$ cat src/rtl/tiny8_pkg.sv
package tiny8_pkg;
  localparam logic [7:0] OP_LDI = 8'h01;
  localparam logic [7:0] OP_ADD = 8'h02;
  localparam logic [7:0] OP_SUB = 8'h03;
  localparam logic [7:0] OP_JMP = 8'h04;
  localparam logic [7:0] OP_JZ  = 8'h05;
  localparam logic [7:0] OP_JNZ = 8'h06;
  localparam logic [7:0] OP_HLT = 8'hFF;

  typedef enum logic [2:0] {
    ST_ADDR,   // address of opcode on the bus
    ST_OPC,    // opcode arrives
    ST_HOLD,   // trace window / step gate
    ST_B1,     // first operand byte arrives
    ST_B2,     // second operand byte arrives, execute
    ST_STOP    // halted
  } state_t;
endpackage

$ cat src/rtl/tiny8_regfile.sv
module tiny8_regfile #(
  parameter int DW   = 8,
  parameter int NREG = 4,
  localparam int IW  = $clog2(NREG)
) (
  input  logic               clk,
  input  logic               rst,
  input  logic               we,
  input  logic [IW-1:0]      waddr,
  input  logic [DW-1:0]      wdata,
  input  logic [IW-1:0]      ra0,
  input  logic [IW-1:0]      ra1,
  output logic [DW-1:0]      rd0,
  output logic [DW-1:0]      rd1,
  output logic [NREG*DW-1:0] flat
);
  for (genvar g = 0; g < NREG; g++) begin : g_reg
    logic [DW-1:0] r;
    always_ff @(posedge clk) begin
      if (rst)                           r <= '0;
      else if (we && waddr == IW'(g))    r <= wdata;
    end
    assign flat[g*DW +: DW] = r;
  end

  assign rd0 = flat[ra0*DW +: DW];
  assign rd1 = flat[ra1*DW +: DW];
endmodule

$ cat src/rtl/tiny8_alu.sv
module tiny8_alu #(
  parameter int DW = 8
) (
  input  logic [DW-1:0] a,
  input  logic [DW-1:0] b,
  input  logic          sub,
  output logic [DW-1:0] res,
  output logic          cout,
  output logic          zero
);
  always_comb begin
    if (sub) begin
      res  = a - b;
      cout = (a < b);
    end else begin
      {cout, res} = {1'b0, a} + {1'b0, b};
    end
    zero = (res == '0);
  end
endmodule

$ cat src/rtl/tiny8_core.sv
module tiny8_core
  import tiny8_pkg::*;
#(
  parameter int AW   = 16,
  parameter int DW   = 8,
  parameter int NREG = 4
) (
  input  logic               clk,
  input  logic               rst,
  output logic [AW-1:0]      mem_addr,
  input  logic [DW-1:0]      mem_rdata,
  input  logic               step_mode,
  input  logic               step_req,
  output logic               halted,
  output logic               illegal,
  output logic               trace_valid,
  output logic [AW-1:0]      trace_pc,
  output logic [DW-1:0]      trace_op,
  output logic [NREG*DW-1:0] trace_regs,
  output logic               trace_z,
  output logic               trace_c
);
  localparam int IW = $clog2(NREG);
  localparam logic [AW-1:0] ONE  = AW'(1);
  localparam logic [AW-1:0] TWO  = AW'(2);
  localparam logic [AW-1:0] ILEN = AW'(3);

  state_t        st;
  logic [AW-1:0] pc;
  logic [DW-1:0] op_q, b1_q;
  logic          z_q, c_q;

  // decode
  logic is_ldi, is_add, is_sub, is_alu, is_jmp, is_jz, is_jnz, is_hlt, known;
  assign is_ldi = (op_q == DW'(OP_LDI));
  assign is_add = (op_q == DW'(OP_ADD));
  assign is_sub = (op_q == DW'(OP_SUB));
  assign is_jmp = (op_q == DW'(OP_JMP));
  assign is_jz  = (op_q == DW'(OP_JZ));
  assign is_jnz = (op_q == DW'(OP_JNZ));
  assign is_alu = is_add | is_sub;

  logic [DW-1:0] rdop;
  assign rdop   = mem_rdata;
  assign is_hlt = (rdop == DW'(OP_HLT));
  assign known  = (rdop == DW'(OP_LDI)) || (rdop == DW'(OP_ADD)) ||
                  (rdop == DW'(OP_SUB)) || (rdop == DW'(OP_JMP)) ||
                  (rdop == DW'(OP_JZ))  || (rdop == DW'(OP_JNZ));

  logic idx_ok;
  assign idx_ok = (mem_rdata < DW'(NREG));

  // datapath
  logic [DW-1:0] rd0, rd1, alu_res;
  logic          alu_c, alu_z, rf_we;
  logic [DW-1:0] rf_wdata;

  tiny8_regfile #(.DW(DW), .NREG(NREG)) u_rf (
    .clk   (clk),
    .rst   (rst),
    .we    (rf_we),
    .waddr (b1_q[IW-1:0]),
    .wdata (rf_wdata),
    .ra0   (b1_q[IW-1:0]),
    .ra1   (mem_rdata[IW-1:0]),
    .rd0   (rd0),
    .rd1   (rd1),
    .flat  (trace_regs)
  );

  tiny8_alu #(.DW(DW)) u_alu (
    .a    (rd0),
    .b    (rd1),
    .sub  (is_sub),
    .res  (alu_res),
    .cout (alu_c),
    .zero (alu_z)
  );

  logic [AW-1:0] tgt, npc;
  logic          take;
  assign tgt      = AW'({mem_rdata, b1_q});
  assign take     = is_jmp | (is_jz & z_q) | (is_jnz & ~z_q);
  assign npc      = take ? tgt : pc + ILEN;
  assign rf_we    = (st == ST_B2) && (is_ldi || (is_alu && idx_ok));
  assign rf_wdata = is_ldi ? mem_rdata : alu_res;

  always_ff @(posedge clk) begin
    if (rst) begin
      st       <= ST_ADDR;
      pc       <= '0;
      mem_addr <= '0;
      op_q     <= '0;
      b1_q     <= '0;
      z_q      <= 1'b0;
      c_q      <= 1'b0;
      halted   <= 1'b0;
      illegal  <= 1'b0;
    end else begin
      case (st)
        ST_ADDR: begin
          mem_addr <= pc + ONE;
          st       <= ST_OPC;
        end
        ST_OPC: begin
          op_q <= mem_rdata;
          if (is_hlt) begin
            halted <= 1'b1;
            st     <= ST_STOP;
          end else if (!known) begin
            halted  <= 1'b1;
            illegal <= 1'b1;
            st      <= ST_STOP;
          end else begin
            st <= ST_HOLD;
          end
        end
        ST_HOLD: begin
          if (!step_mode || step_req) begin
            mem_addr <= pc + TWO;
            st       <= ST_B1;
          end
        end
        ST_B1: begin
          b1_q <= mem_rdata;
          if ((is_ldi || is_alu) && !idx_ok) begin
            halted  <= 1'b1;
            illegal <= 1'b1;
            st      <= ST_STOP;
          end else begin
            st <= ST_B2;
          end
        end
        ST_B2: begin
          if (is_alu && !idx_ok) begin
            halted  <= 1'b1;
            illegal <= 1'b1;
            st      <= ST_STOP;
          end else begin
            pc       <= npc;
            mem_addr <= npc;
            st       <= ST_ADDR;
            if (is_alu) begin
              z_q <= alu_z;
              c_q <= alu_c;
            end
          end
        end
        default: st <= ST_STOP;
      endcase
    end
  end

  assign trace_valid = (st == ST_HOLD);
  assign trace_pc    = pc;
  assign trace_op    = op_q;
  assign trace_z     = z_q;
  assign trace_c     = c_q;
endmodule

$ cat config.mk
export PLATFORM = sky130hd
export DESIGN_NAME = tiny8_core
export DESIGN_NICKNAME = d
export VERILOG_FILES = /design/src/rtl/tiny8_pkg.sv /design/src/rtl/tiny8_regfile.sv /design/src/rtl/tiny8_alu.sv /design/src/rtl/tiny8_core.sv
export SDC_FILE = /design/constraint.sdc
export NUM_CORES = 1
export LEC_CHECK = 0
export BUFFER_PORTS_ARGS = -buffer_cell sky130_fd_sc_hd__buf_2
export CAP_MARGIN = 40
export CELL_PAD_IN_SITES_DETAIL_PLACEMENT = 0
export CELL_PAD_IN_SITES_GLOBAL_PLACEMENT = 1
export CORE_ASPECT_RATIO = 0.8
export CORE_UTILIZATION = 38
export DETAILED_ROUTE_END_ITERATION = 8
export PLACE_DENSITY = 0.8
export SLEW_MARGIN = 40
export SYNTH_ARGS = -nofsm -noshare
export SYNTH_HDL_FRONTEND = slang
export SYNTH_SLANG_ARGS = --single-unit
$ cat constraint.sdc
create_clock -name clk -period 3.5 [get_ports clk]
set_input_delay 0.35 -clock clk [delete_from_list [all_inputs] [get_ports clk]]
set_output_delay 0.35 -clock clk [all_outputs]
set_load 0.05 [all_outputs]
==> impl_metrics.json <==
{
  "crit_chain": "mux4_2, ha_1, fa_1, nor2b_1, o21ai_0, a21o_1, a21oi_1, or3_1, a311oi_1, a211oi_1",
  "post-route-period-util_pct": 89.4,
  "synth_area_sq_mm": 0.00585,
  "fin_skew_ns": 0.0107,
  "met2_usage_pct": 31.8,
  "fin_crit_ns": 3.13,
  "drive_gt1_share_pct": 19.6,
  "final_max_slew_viol_count": 0,
  "ys_seq_area_share_pct": 29.8,
  "wl_um": 18700,
  "synth_ff_type": "dfxtp_1",
  "combinationalPowerShare_pct": 14.6,
  "yosysTopAreaCellShare_pct": 29.8,
  "power.share.switching_pct": 30.1,
  "htreeDepth": 3,
  "synth_edf_count": 0,
  "tightest_slew_ns": 0.848,
  "vias": 5738,
  "grt_use_met1_pct": 38.3,
  "hold_violations": 0,
  "grt_first_pass_wirelength_um": 29400,
  "p_seq_share_pct": 41.8,
  "chipHeight_um": 113,
  "io_buffer_count": 88,
  "vdd_drop_max_v": 0.000251,
  "p_int_mw": 1.75,
  "drv_cap": 0,
  "core_region_area_sq_mm": 0.0150,
  "antenna_found_initial": 1,
  "path_max_fanout": 6,
  "ys_seq_elements": 87,
  "fillers": 1531,
  "drt_iter0_drc": 702,
  "synth_largest_area_cell": "dfxtp_1",
  "num_rows": 40,
  "clock.fmax_mhz": 319,
  "outcome": "complete, no violations",
  "start_util_pct": 39.0,
  "post_drt_via_cell_ratio": 5.76,
  "worstPathArrival_ns": 3.34,
  "netlist_top_cells_area": "dfxtp_1, nand2_1, a21oi_1",
  "place_inst": 980,
  "drc": 0,
  "synth.distinct_cells": 77,
  "grt_pass1_vias": 5052,
  "placed_area_sq_mm": 0.00636,
  "post-place-ws_ns": 0.396,
  "design_area_sq_mm": 0.00669,
  "grt_max_degree": 38,
  "start_kind": "register",
  "cts_buffer_depth": 2,
  "numClockSinks": 87,
  "cts_hold_buf": 0,
  "fin_ws_ns": 0.370,
  "hpwlAfterDp_um": 13600,
  "syn_inst": 747,
  "synth_nets": 781,
  "power_density_mw_per_mm2": 375,
  "overflow": 0,
  "grt_use_total_pct": 24.1,
  "avgRoutedWirePerCell_um": 18.8,
  "stdcell_count": 996,
  "ant_nets": 0,
  "cts_root_buffer": "clkbuf_16",
  "setup_viol": 0,
  "cts_setup_buffers": 0,
  "worstSkewPairLatency_ns": 0.36,
  "rsz0062_at_grt": "false",
  "yosys_warnings": 0,
  "critical_path_class": "reg -> reg",
  "hold_class": "in -> reg",
  "cts_tree": "yes",
  "globalRouteMet3Util_pct": 5.84,
  "fin_setup_tns_ns": 0,
  "slew_headroom_pct": 43.5,
  "ctsResizeCount": 0,
  "p_clk_share_pct": 43.6,
  "critical-path-max-stage-delay_ns": 0.58,
  "clk_pin_slew_ns": 0.07,
  "worst_ep_required_time_ns": 3.71,
  "syn_area_per_cell_sq_um": 7.83,
  "num_io_pins": 89,
  "endpoint_kind": "register",
  "finalWeightedCongestion": 0.882,
  "drtPass1Iterations": 5,
  "async_flop_share_pct": 0,
  "area_growth_pct": 14.4,
  "cts_made_buffers": 9,
  "p_switching_mw": 0.755,
  "busiest_layer": "met1",
  "nets": 836,
  "diodes": 0,
  "dieArea_sq_mm": 0.0159,
  "cp_slowest_cell": "mux4_2",
  "power.leakage_nw": 2.71,
  "fp.dieW_um": 141
}
-- stage by stage --
stage                     hold slack (ns)  power [mW]  util, %
after global placement              0.452        1.43     42.4
after global routing                0.374        2.59     44.6
final                               0.373        2.51     44.6
after detailed placement            0.454        1.43     42.4
after CTS                           0.358        2.52     44.6
after floorplan                     0.447        1.33        -
-- placed cells by master (no fill, tap or decap), types with 4 or more instances in the layout --
cell type / instances
or3_1: 6
o21bai_1: 4
a211oi_2: 4
o211ai_1: 6
xor2_1: 5
nand3_1: 17
nand2_1: 105
clkbuf_16: 9
inv_1: 24
and3_1: 5
a31oi_1: 10
xnor2_1: 14
a311oi_1: 4
a21o_1: 5
nor3_1: 24
buf_4: 14
a21oi_1: 75
and2_1: 4
inv_6: 4
a221oi_1: 5
nand2b_1: 5
nor4_1: 5
o31ai_1: 5
ha_1: 20
mux2i_1: 19
a211oi_1: 13
nor2_1: 88
o21ai_0: 39
a22oi_1: 5
nand3b_1: 6
mux4_2: 16
dfxtp_1: 87
nor2b_1: 7
buf_2: 88
-- worst max-delay path, delay by kind of cell, from the launching register on --
| kind | cells | cell delay (ns) |
|---|---|---|
| AO/OA/AOI/OAI | 5 | 0.76 |
| multiplexers | 1 | 0.58 |
| adder cells (fa/ha/maj) | 2 | 0.65 |
| flip-flops | 1 | 0.53 |
| AND/OR/NAND/NOR | 2 | 0.45 |
-- synthesized netlist by cell type (all sizes together), types with 4 or more instances --
cell type and count:
ha 20, xnor2 14, a21o 5, and2 5
o21ai 40, buf 21, inv 25, nand3b 6
nor2b 7, dfxtp 87, a21oi 76, mux2i 19
nor2 91, mux4 16, xor2 5, o21bai 4
a31oi 11, o31ai 5, and3 5, or3 7
o211ai 6, nor4 6, a211oi 17, nor3 26
clkbuf 37, a221oi 5, a22oi 5, a311oi 5
nand3 17, nand2 105, nand2b 5
-- power groups by stage --
stage | sequential, mW | clock, mW | combinational [mW]
floorplan | 1.14 | 0 | 0.193
global placement | 1.07 | 0 | 0.362
detailed placement | 1.07 | 0 | 0.362
CTS | 1.05 | 1.11 | 0.364
global route | 1.05 | 1.14 | 0.396
finish | 1.05 | 1.09 | 0.367
-- flip-flops by register name, indices dropped and copies added, names as in the netlist --
register  flops
trace_pc     16
trace_z       1
trace_op      8
halted        1
st            3
mem_addr     16
illegal       1
b1_q          8
u_rf.g.r     32
trace_c       1
-- layer usage --
metal	vias up	wire length [um]	share of wire, %
li1	2788	-	-
met1	2689	9390	50
met2	244	7430	40
met3	17	1640	8.8
met4	0	231	1.2
met5	-	0	0
-- layout make-up --
| cell class | instances | area [sq um] | area share, % |
|---|---|---|---|
| well taps | 189 | 236 | 3.54 |
| repair buffers | 102 | 546 | 8.16 |
| flip-flops and latches | 87 | 1740 | 26.0 |
| multi-input cells | 577 | 3750 | 56.0 |
| inverters | 25 | 93.8 | 1.40 |
| clock inverters | 7 | 100 | 1.50 |
| clock buffers | 9 | 225 | 3.37 |
-- worst paths after layout --
path,startpoint,to,slack (ns),cells past startpoint
hold / removal,mem_rdata[6],b1_q[6],0.37,3
setup reg to reg,b1_q[0],trace_c,0.37,10
hold reg to reg,mem_addr[7],mem_addr[7],0.46,2
setup / recovery,b1_q[0],trace_c,0.37,10
-- cell families after synthesis --
| kind of cell | synth area share (%) |
|---|---|
| adders and majority gates | 4.96 |
| AOI/OAI and AO/OA | 22.2 |
| xor gates and xnor gates | 2.85 |
| buffers and inverters | 6.16 |
| DFF | 29.8 |
| and+or+nand+nor | 24.0 |
| muxes | 9.99 |
No activity file was read; power rests on OpenSTA's default activity.
